### config.mk
export PLATFORM = sky130hd
export DESIGN_NAME = coh_dir_engine
export DESIGN_NICKNAME = d
export VERILOG_FILES = /design/src/rtl/coh_dir_pkg.sv /design/src/rtl/coh_dir_store.sv /design/src/rtl/coh_dir_rules.sv /design/src/rtl/coh_dir_engine.sv
export SDC_FILE = /design/constraint.sdc
export NUM_CORES = 1
export LEC_CHECK = 0
export BUFFER_PORTS_ARGS = -buffer_cell sky130_fd_sc_hd__buf_2
export CAP_MARGIN = 5
export CORE_UTILIZATION = 55
export DETAILED_ROUTE_END_ITERATION = 16
export PLACE_DENSITY = 0.71
export SLEW_MARGIN = 0
export SYNTH_ARGS = -nofsm -noshare
export SYNTH_HDL_FRONTEND = slang
export SYNTH_SLANG_ARGS = --single-unit
export TNS_END_PERCENT = 10
### constraint.sdc
create_clock -name clk -period 7.5 [get_ports clk]
set_input_delay 1.125 -clock clk [delete_from_list [all_inputs] [get_ports clk]]
set_output_delay 1.125 -clock clk [all_outputs]
set_load 0.01 [all_outputs]
### src/rtl/coh_dir_pkg.sv
package coh_dir_pkg;

    localparam int CLUSTERS = 16;
    localparam int CL_W     = $clog2(CLUSTERS);
    localparam int LINE_OFS = 4;
    localparam int CNT_W    = $clog2(CLUSTERS + 1);

    typedef logic [CLUSTERS-1:0] pres_t;
    typedef logic [CL_W-1:0]     cl_t;
    typedef logic [CNT_W-1:0]    cnt_t;

    typedef enum logic [1:0] {
        OP_READ = 2'd0,
        OP_RDX  = 2'd1,
        OP_WB   = 2'd2,
        OP_RSVD = 2'd3
    } op_e;

    typedef enum logic [2:0] {
        K_DATA      = 3'd0,
        K_DATA_EXCL = 3'd1,
        K_FWD       = 3'd2,
        K_WB_ACK    = 3'd3,
        K_ERR       = 3'd4
    } kind_e;

    typedef struct packed {
        logic  dirty;
        pres_t pres;
    } entry_t;

    typedef struct packed {
        kind_e kind;
        cl_t   dest;
        pres_t inv_mask;
        cnt_t  inv_cnt;
    } msg_t;

    function automatic cnt_t ones_in(input pres_t v);
        cnt_t n;
        n = '0;
        for (int i = 0; i < CLUSTERS; i++) begin
            n = n + cnt_t'(v[i]);
        end
        return n;
    endfunction

    function automatic cl_t lowest_set(input pres_t v);
        cl_t r;
        r = '0;
        for (int i = CLUSTERS - 1; i >= 0; i--) begin
            if (v[i]) r = cl_t'(i);
        end
        return r;
    endfunction

    function automatic pres_t bit_of(input cl_t c);
        return pres_t'(1) << c;
    endfunction

endpackage

### src/rtl/coh_dir_store.sv
module coh_dir_store
    import coh_dir_pkg::*;
#(
    parameter int IDX_W = 6
) (
    input  logic             clk,
    input  logic             rst,
    input  logic [IDX_W-1:0] rd_idx,
    output entry_t           rd_entry,
    input  logic             wr_en,
    input  logic [IDX_W-1:0] wr_idx,
    input  entry_t           wr_entry,
    output logic             init_done
);
    localparam int DEPTH = 1 << IDX_W;

    entry_t           mem [DEPTH];
    logic             sweeping;
    logic [IDX_W-1:0] sweep_idx;

    always_ff @(posedge clk) begin
        if (rst) begin
            sweeping  <= 1'b1;
            sweep_idx <= '0;
        end else if (sweeping) begin
            sweep_idx <= sweep_idx + 1'b1;
            if (sweep_idx == IDX_W'(DEPTH - 1)) sweeping <= 1'b0;
        end
    end

    always_ff @(posedge clk) begin
        if (sweeping && !rst) begin
            mem[sweep_idx] <= '0;
        end else if (wr_en) begin
            mem[wr_idx] <= wr_entry;
        end
    end

    assign rd_entry  = mem[rd_idx];
    assign init_done = !sweeping;

    // the port write path is shut while the clearing sweep runs
    a_r1_no_write_in_sweep: assert property (@(posedge clk) disable iff (rst)
        sweeping |-> !wr_en);

    // a dirty entry always names exactly one owner
    a_r4_dirty_single_owner: assert property (@(posedge clk) disable iff (rst)
        (wr_en && wr_entry.dirty) |-> $onehot(wr_entry.pres));

endmodule

### src/rtl/coh_dir_rules.sv
module coh_dir_rules
    import coh_dir_pkg::*;
(
    input  logic   act,
    input  op_e    op,
    input  cl_t    src,
    input  entry_t cur,
    output msg_t   msg,
    output entry_t nxt,
    output logic   upd
);
    pres_t req_bit;
    cl_t   owner;
    logic  owned_by_req;
    pres_t others;

    assign req_bit      = bit_of(src);
    assign owner        = lowest_set(cur.pres);
    assign owned_by_req = cur.dirty && (owner == src);
    assign others       = cur.pres & ~req_bit;

    always_comb begin
        msg.kind     = K_ERR;
        msg.dest     = src;
        msg.inv_mask = '0;
        msg.inv_cnt  = '0;
        nxt          = cur;
        upd          = 1'b0;
        unique case (op)
            OP_READ: begin
                if (!cur.dirty) begin
                    msg.kind  = K_DATA;
                    nxt.pres  = cur.pres | req_bit;
                    nxt.dirty = 1'b0;
                    upd       = 1'b1;
                end else if (!owned_by_req) begin
                    msg.kind  = K_FWD;
                    msg.dest  = owner;
                    nxt.pres  = cur.pres | req_bit;
                    nxt.dirty = 1'b0;
                    upd       = 1'b1;
                end
            end
            OP_RDX: begin
                if (!cur.dirty) begin
                    msg.kind     = K_DATA_EXCL;
                    msg.inv_mask = others;
                    msg.inv_cnt  = ones_in(others);
                    nxt.pres     = req_bit;
                    nxt.dirty    = 1'b1;
                    upd          = 1'b1;
                end else if (!owned_by_req) begin
                    msg.kind  = K_FWD;
                    msg.dest  = owner;
                    nxt.pres  = req_bit;
                    nxt.dirty = 1'b1;
                    upd       = 1'b1;
                end
            end
            OP_WB: begin
                if (owned_by_req) begin
                    msg.kind = K_WB_ACK;
                    nxt      = '0;
                    upd      = 1'b1;
                end
            end
            default: begin
                msg.kind = K_ERR;
            end
        endcase
    end

    always_comb begin
        if (act) begin
            // the requester never appears in its own invalidation set
            a_r4_self_not_invalidated: assert (msg.inv_mask[src] == 1'b0);
            // an error leaves the stored entry as it was
            a_r8_error_keeps_entry: assert (msg.kind != K_ERR || nxt == cur);
        end
    end

endmodule

### src/rtl/coh_dir_engine.sv
module coh_dir_engine
    import coh_dir_pkg::*;
#(
    parameter int IDX_W   = 6,
    parameter int HOME_ID = 0
) (
    input  logic                         clk,
    input  logic                         rst,
    input  logic                         in_valid,
    output logic                         in_ready,
    input  logic [1:0]                   in_op,
    input  logic [LINE_OFS+CL_W+IDX_W-1:0] in_addr,
    input  logic [CL_W-1:0]              in_src,
    output logic                         out_valid,
    output logic [2:0]                   out_kind,
    output logic [CL_W-1:0]              out_dest,
    output logic [CL_W-1:0]              out_src,
    output logic [CL_W+IDX_W-1:0]        out_line,
    output logic [CLUSTERS-1:0]          out_inv_mask,
    output logic [CNT_W-1:0]             out_inv_cnt
);
    localparam int LINE_W = CL_W + IDX_W;

    logic [LINE_W-1:0] line;
    logic [IDX_W-1:0]  idx;
    cl_t               home_field;
    logic              is_home;
    logic              accept;
    logic              init_done;
    entry_t            cur;
    entry_t            nxt;
    msg_t              msg;
    logic              upd;

    assign line       = in_addr[LINE_OFS +: LINE_W];
    assign home_field = line[CL_W-1:0];
    assign idx        = line[CL_W +: IDX_W];
    assign is_home    = (home_field == cl_t'(HOME_ID));
    assign in_ready   = init_done;
    assign accept     = in_valid && in_ready;

    coh_dir_store #(.IDX_W(IDX_W)) store_i (
        .clk       (clk),
        .rst       (rst),
        .rd_idx    (idx),
        .rd_entry  (cur),
        .wr_en     (accept && is_home && upd),
        .wr_idx    (idx),
        .wr_entry  (nxt),
        .init_done (init_done)
    );

    coh_dir_rules rules_i (
        .act (accept && is_home),
        .op  (op_e'(in_op)),
        .src (in_src),
        .cur (cur),
        .msg (msg),
        .nxt (nxt),
        .upd (upd)
    );

    always_ff @(posedge clk) begin
        if (rst) begin
            out_valid <= 1'b0;
        end else begin
            out_valid <= accept && is_home;
        end
        if (accept && is_home) begin
            out_kind     <= msg.kind;
            out_dest     <= msg.dest;
            out_src      <= in_src;
            out_line     <= line;
            out_inv_mask <= msg.inv_mask;
            out_inv_cnt  <= msg.inv_cnt;
        end
    end

    // a message only ever follows an accepted request
    a_r9_msg_follows_accept: assert property (@(posedge clk) disable iff (rst)
        out_valid |-> $past(in_valid && in_ready));

    // a foreign-home request never produces a message
    a_r2_foreign_silent: assert property (@(posedge clk) disable iff (rst)
        (accept && !is_home) |=> !out_valid);

    // count agrees with the mask it accompanies
    a_r4_cnt_matches_mask: assert property (@(posedge clk) disable iff (rst)
        (out_valid && out_kind == K_DATA_EXCL) |-> (out_inv_cnt == CNT_W'($countones(out_inv_mask))));

    // mask and count are empty outside exclusive data
    a_r10_no_mask_elsewhere: assert property (@(posedge clk) disable iff (rst)
        (out_valid && out_kind != K_DATA_EXCL) |-> (out_inv_mask == '0 && out_inv_cnt == '0));

    // nothing is accepted before the sweep ends
    a_r1_quiet_during_init: assert property (@(posedge clk) disable iff (rst)
        !in_ready |=> !out_valid);

endmodule

==> results.toml, run 1 <==
[timing]
setup_viol = 0
slew_headroom_pct = 30.7
worst_pin_slew_ps = 1030
finalClockSkew_ps = 32.6
min_period_ps = 6640
maxSlewViolCount = 0
rsz0062_at_grt = "no"
hold_viol_final = 0
finalSetupTns_ps = 0
fin_crit_sh_pct = 88.5
fmax_mhz = 151
fin_hold_ws_ps = 578
layout_setup_ws_ps = 860

[drt]
routed_wl_mm = 124
drc = 0
vias = 25000
avgViaCountPerCell = 6.73
routedWlPerCell_um = 33.4
ant_nets = 0
firstDrtPassIters = 7
drt_iter0_drc = 3399

[pwr]
clkPwrFrac_pct = 40.8
p_seq_share_pct = 52.9
powerDensity_nw_per_um2 = 243
combinationalPowerShare_pct = 6.2
peakVddDrop_mv = 0.190
leakage_nw = 20.3
p_total_mw = 13.1
swShare_pct = 21.3
power_switching_mw = 2.79
p_int_mw = 10.3

[grt]
antenna_found_initial = 3
grt.total_usage_pct = 29.6
grt_pass1_wl_mm = 177
grt_pass1_vias = 24700
grt_overflow = 0
grt_start_max_net_pins = 65

[clock_tree]
cts_tree = "done"
hold_buffers = 0
clock_latency_ps = 690
cts_sinks = 1138
numCtsBuffers = 108
clockRootBuffer = "clkbuf_16"
clk_pin_slew_ps = 70
h-tree-depth = 3
cts-resized-gates = 0
post-cts-setup-buffers = 0
clock_path_buffers = 3

[floorplanning]
core_area_um2 = 82400
rows = 105
start_util_pct = 55.8
die_area_um2 = 84800
die_y_um = 291
io_pins = 67
die_x_um = 291

[critical_path]
crit_required_ps = 7890
path_cells = "buf_8 > buf_12 > buf_4 > mux4_2 > nor2_1 > o21ai_0 > nand3_1 > o31ai_1 > o21ai_0 > fa_1 > fa_1 > fa_1 > fa_1 > inv_1 > fa_1 > fa_1 > a21oi_1 > nor3b_1"
cp.buffers_inverters = 4
cp_slowest_cell = "fa_1"
crit_arrival_ps = 7030
cp-start-kind = "primary input"
cpPeakStageDelay_ps = 530
critPathTopFamily = "adder cells"
crit_type = "in2reg"
crit_fanout = 35
end_kind = "flop"
cpMostUsedCell = "fa_1"

[cells_and_area]
fin_nets = 2596
diodes = 0
layout-drive-gt1-share_pct = 30.0
final_common_cell = "edfxtp_1"
syn_to_final_growth_pct = 16.9
layout_common_cells = "edfxtp_1, mux4_2, buf_4"

[synthesis]
yosysWarnings = 0
ys.flop_type = "edfxtp_1"
syn_avg_cell_area_um2 = 20.4
syn-num-nets = 2290
synth-seq-cells = 1138
synthCells = 2251
seq_area_frac_synth_pct = 74.1
synth_area_um2 = 46000
synthArstFlopShare_pct = 0
ys_types = 80
synth_edf_count = 1130

[placement]
place_ws_ps = 178
gp_congestion = 1.00
hpwl_mm = 79.4
port_buffers = 62

[hold_path]
hold_path.class = "reg2reg"

[flow_run]
cap_viol_max_count = 0

[run_status]
status = "finished, final reports clean"
==> metal layers <==
metal  track usage [%]  wire length, um
met2              45.0            56800
met3              5.60            13800
met5                 0               13
met4              12.0             5200
met1              42.5            48000
==> logic make-up (layout without fill, tap and decap cells) <==
| logic type | count (synthesis) | in the layout | synth area share [%] |
|---|---|---|---|
| flops | 1138 | 1138 | 74.1 |
| mux | 368 | 368 | 15.2 |
| simple gates | 298 | 298 | 3.19 |
| compound gates | 272 | 272 | 4.24 |
| buf+inv | 153 | 544 | 2.56 |
| fa+ha+maj | 16 | 16 | 0.599 |
| xor+xnor | 6 | 6 | 0.114 |
==> tightest hold or removal path: stages, from the launching register on <==
cell and delay (ps):
dfxtp_1 350, xnor2_1 150, nor2_1 40
==> synthesized netlist by cell type, types with 20 or more instances <==
library cell,count,area share (%)
mux4_1,65,3.7
mux4_2,176,8.6
clkbuf_1,28,0.23
a22oi_1,41,0.67
nor2_1,85,0.69
o22ai_1,75,1.0
nand2_1,79,0.64
o32ai_1,31,0.59
mux2i_1,104,2.3
mux2_2,21,0.51
a21oi_1,29,0.32
buf_6,23,0.56
o21ai_0,20,0.22
edfxtp_1,1130,74
buf_2,24,0.26
inv_1,26,0.21
nand3_1,36,0.39
==> flip-flops by register name, summed over array words and instances (netlist names), 3 cells and up <==
register           count
out_kind               3
out_dest               4
out_src                4
out_line              10
out_inv_mask          16
out_inv_cnt            5
store_i.mem         1088
store_i.sweep_idx      6
==> metrics by stage <==
step	instance area (um^2)	cells	util, %
floorplan	46000	2251	-
global placement	50300	3517	61.1
detailed placement	50300	3517	61.1
CTS	53800	3712	65.3
global route	53800	3712	65.3
finish	53800	3712	65.3
==> final cells by class <==
type,instances,area [um^2]
clock inverter,65,607
multi-input combinational,960,11400
clock buffer,130,2850
tap,1070,1340
timing repair buffer,322,3360
sequential,1138,34100
inverter,27,101
fill,5165,28600
==> power by group through the flow <==
stage | sequential (mW) | combinational, mW | clock, mW
3_3_place_gp | 7.05 | 0.796 | 0
6_report | 6.92 | 0.811 | 5.34
4_1_cts | 6.92 | 0.802 | 5.38
2_1_floorplan | 7.05 | 0.504 | 0
3_5_place_dp | 7.05 | 0.799 | 0
5_1_grt | 6.92 | 0.864 | 5.62
==> final timing paths <==
path	start	endpoint	slack (ps)	cells after the start
setup reg to reg	store_i.mem[37][6]	out_inv_cnt[4]	1720	15
hold reg to reg	store_i.sweep_idx[0]	store_i.sweep_idx[0]	580	2
setup / recovery	in_addr[8]	out_inv_cnt[4]	860	18
hold / removal	store_i.sweep_idx[0]	store_i.sweep_idx[0]	580	2
No activity file was read; power rests on OpenSTA's default activity.
==> inputs of run 2 (changes only) <==
GPL_TIMING_DRIVEN = 0   (was unset)
==> run 2 against run 1 <==
Effect of this change:
- first-iteration DRC count rose by 21%
- combinational power grew 6.5%
- the flow now finishes with violations (negative setup slack)
- critical path type unchanged
- largest cell class unchanged
- via count rose by 7.3%
- non-clock buffer count shrank 36
- utilization increased by 1.1 points
==> results.toml, run 2 (synthesis gave the netlist of run 1 again) <==
[run_status]
status = "finished with violations"
violations = "negative setup slack"

[drt]
avgViaCountPerCell = 7.27
drc = 0
drt_iter0_drc = 4100
firstDrtPassIters = 6
routedWlPerCell_um = 39.9
ant_nets = 0
routed_wl_mm = 147
vias = 26800

[cells_and_area]
layout-drive-gt1-share_pct = 28.4
stdcell_count = 3685
final_common_cell = "edfxtp_1"
regMostFlops = "store_i.mem"
fin_area_um2 = 54700
layout_common_cells = "edfxtp_1, mux4_2, clkbuf_16"
reg.largest.list = "store_i.mem: 1088 flops, out_inv_mask: 16 flops, out_line: 10 flops"
fin_util_pct = 66.4
largest_reg_flops = 1088
syn_to_final_growth_pct = 19.0
fin_nets = 2561

[critical_path]
cpPeakStageDelay_ps = 1040
crit_arrival_ps = 8160
crit_required_ps = 7880
crit_fanout = 10
cp.buffers_inverters = 6
crit_type = "in2reg"
critPathTopFamily = "compound AO/OA/AOI/OAI gates"
cp-start-kind = "primary input"
cp_slowest_cell = "a221oi_1"
path_cells = "buf_2 > buf_4 > buf_6 > clkbuf_1 > mux4_2 > mux2i_1 > a221oi_1 > a31oi_1 > a211oi_1 > o2111ai_1 > a32o_1 > or4b_4 > nor3_4 > mux2_4 > buf_8 > o32ai_4 > buf_16"
end_kind = "flop"

[clock_tree]
clockRootBuffer = "clkbuf_16"
cts_sinks = 1138
h-tree-depth = 3
clock_path_buffers = 3
clk_pin_slew_ps = 70
clock_latency_ps = 720
cts_tree = "done"
numCtsBuffers = 109

[placement]
place_ws_ps = -1290
port_buffers = 60
gp_congestion = 0.944
dp.cells = 3473
hpwl_mm = 99.0
placed_cell_area_um2 = 51000

[timing]
maxSlewViolCount = 0
rsz0062_at_grt = "yes"
finalSetupTns_ps = -37350
min_period_ps = 7790
fmax_mhz = 128
worst_pin_slew_ps = 1290
layout_setup_ws_ps = -288
finalClockSkew_ps = 55.6
slew_headroom_pct = 13.6
setup_viol = 321
fin_crit_sh_pct = 104
hold_viol_final = 0

[pwr]
p_int_mw = 10.2
combinationalPowerShare_pct = 6.5
peakVddDrop_mv = 0.213
powerDensity_nw_per_um2 = 242
swShare_pct = 22.7
p_seq_share_pct = 52.2
power_switching_mw = 3.00
clkPwrFrac_pct = 41.3
leakage_nw = 20.3

[grt]
antenna_found_initial = 4
grt_pass1_vias = 25700
grt.total_usage_pct = 34.8
grt_start_max_net_pins = 61
grt_overflow = 0
grt_pass1_wl_mm = 200

[flow_run]
cap_viol_max_count = 0

[floorplanning]
rows = 105
core_area_um2 = 82400
io_pins = 67
die_x_um = 291
start_util_pct = 55.8
die_area_um2 = 84800
die_y_um = 291

[hold_path]
hold_path.class = "in2reg"
## run 2: power groups by stage
stage                     Clock (mW)  Combinational [mW]  Sequential, mW
after CTS                       5.47               0.833            6.91
after global placement             0               0.765            7.05
after floorplan                    0               0.504            7.05
after detailed placement           0               0.828            7.05
final                           5.47               0.864            6.91
after global routing            5.70               0.897            6.91
## run 2: repair_timing
item	CTS	global route
resized for setup	9	20
hold endpoints to repair	0	0
hold buffers	0	0
buffers inserted	0	8
pin swaps	1	5
setup endpoints to repair	872	800
## run 2: stage by stage
stage | power (mW) | hold WS (ps)
CTS | 13.2 | 592
global placement | 7.82 | 551
detailed placement | 7.88 | 597
floorplan | 7.55 | 532
global route | 13.5 | 604
finish | 13.2 | 598
## run 2: final cells by class
| class | count | area (um^2) |
|---|---|---|
| plain buffers | 126 | 1100 |
| multi-input cells | 960 | 12000 |
| repair buffers | 160 | 2550 |
| fillers | 5088 | 27700 |
| flip-flops and latches | 1138 | 34100 |
| clock buffers | 127 | 2840 |
| well taps | 1070 | 1340 |
| inverters | 27 | 101 |
| clock inverters | 75 | 689 |
| diodes | 2 | 5.00 |
## run 2: worst paths after layout
check	start	endpoint	slack [ps]	cells after the start
worst max-delay path	in_addr[10]	store_i.mem[32][15]	-290	17
worst min-delay path	in_addr[4]	out_line[0]	600	1
worst max register to register	store_i.mem[1][0]	out_inv_cnt[4]	1040	18
worst min register to register	store_i.sweep_idx[0]	store_i.sweep_idx[0]	610	2
## run 2: per-layer routing
layer  global-route usage [%]  wire, um  vias up
li1                         -         -    10000
met5                   0.0567        42        -
met1                     45.7     50700    13600
met4                     18.1      9610        6
met3                     12.5     21700      608
met2                     51.3     64900     2508
## run 2: worst reg2reg max path: cells and delay by family, from the launching register on
family          cells  cell delay, ps
fa+ha+maj           7            3110
compound gates      3            1100
mux                 2             780
simple gates        3             680
flops               1             350
buf+inv             3             180
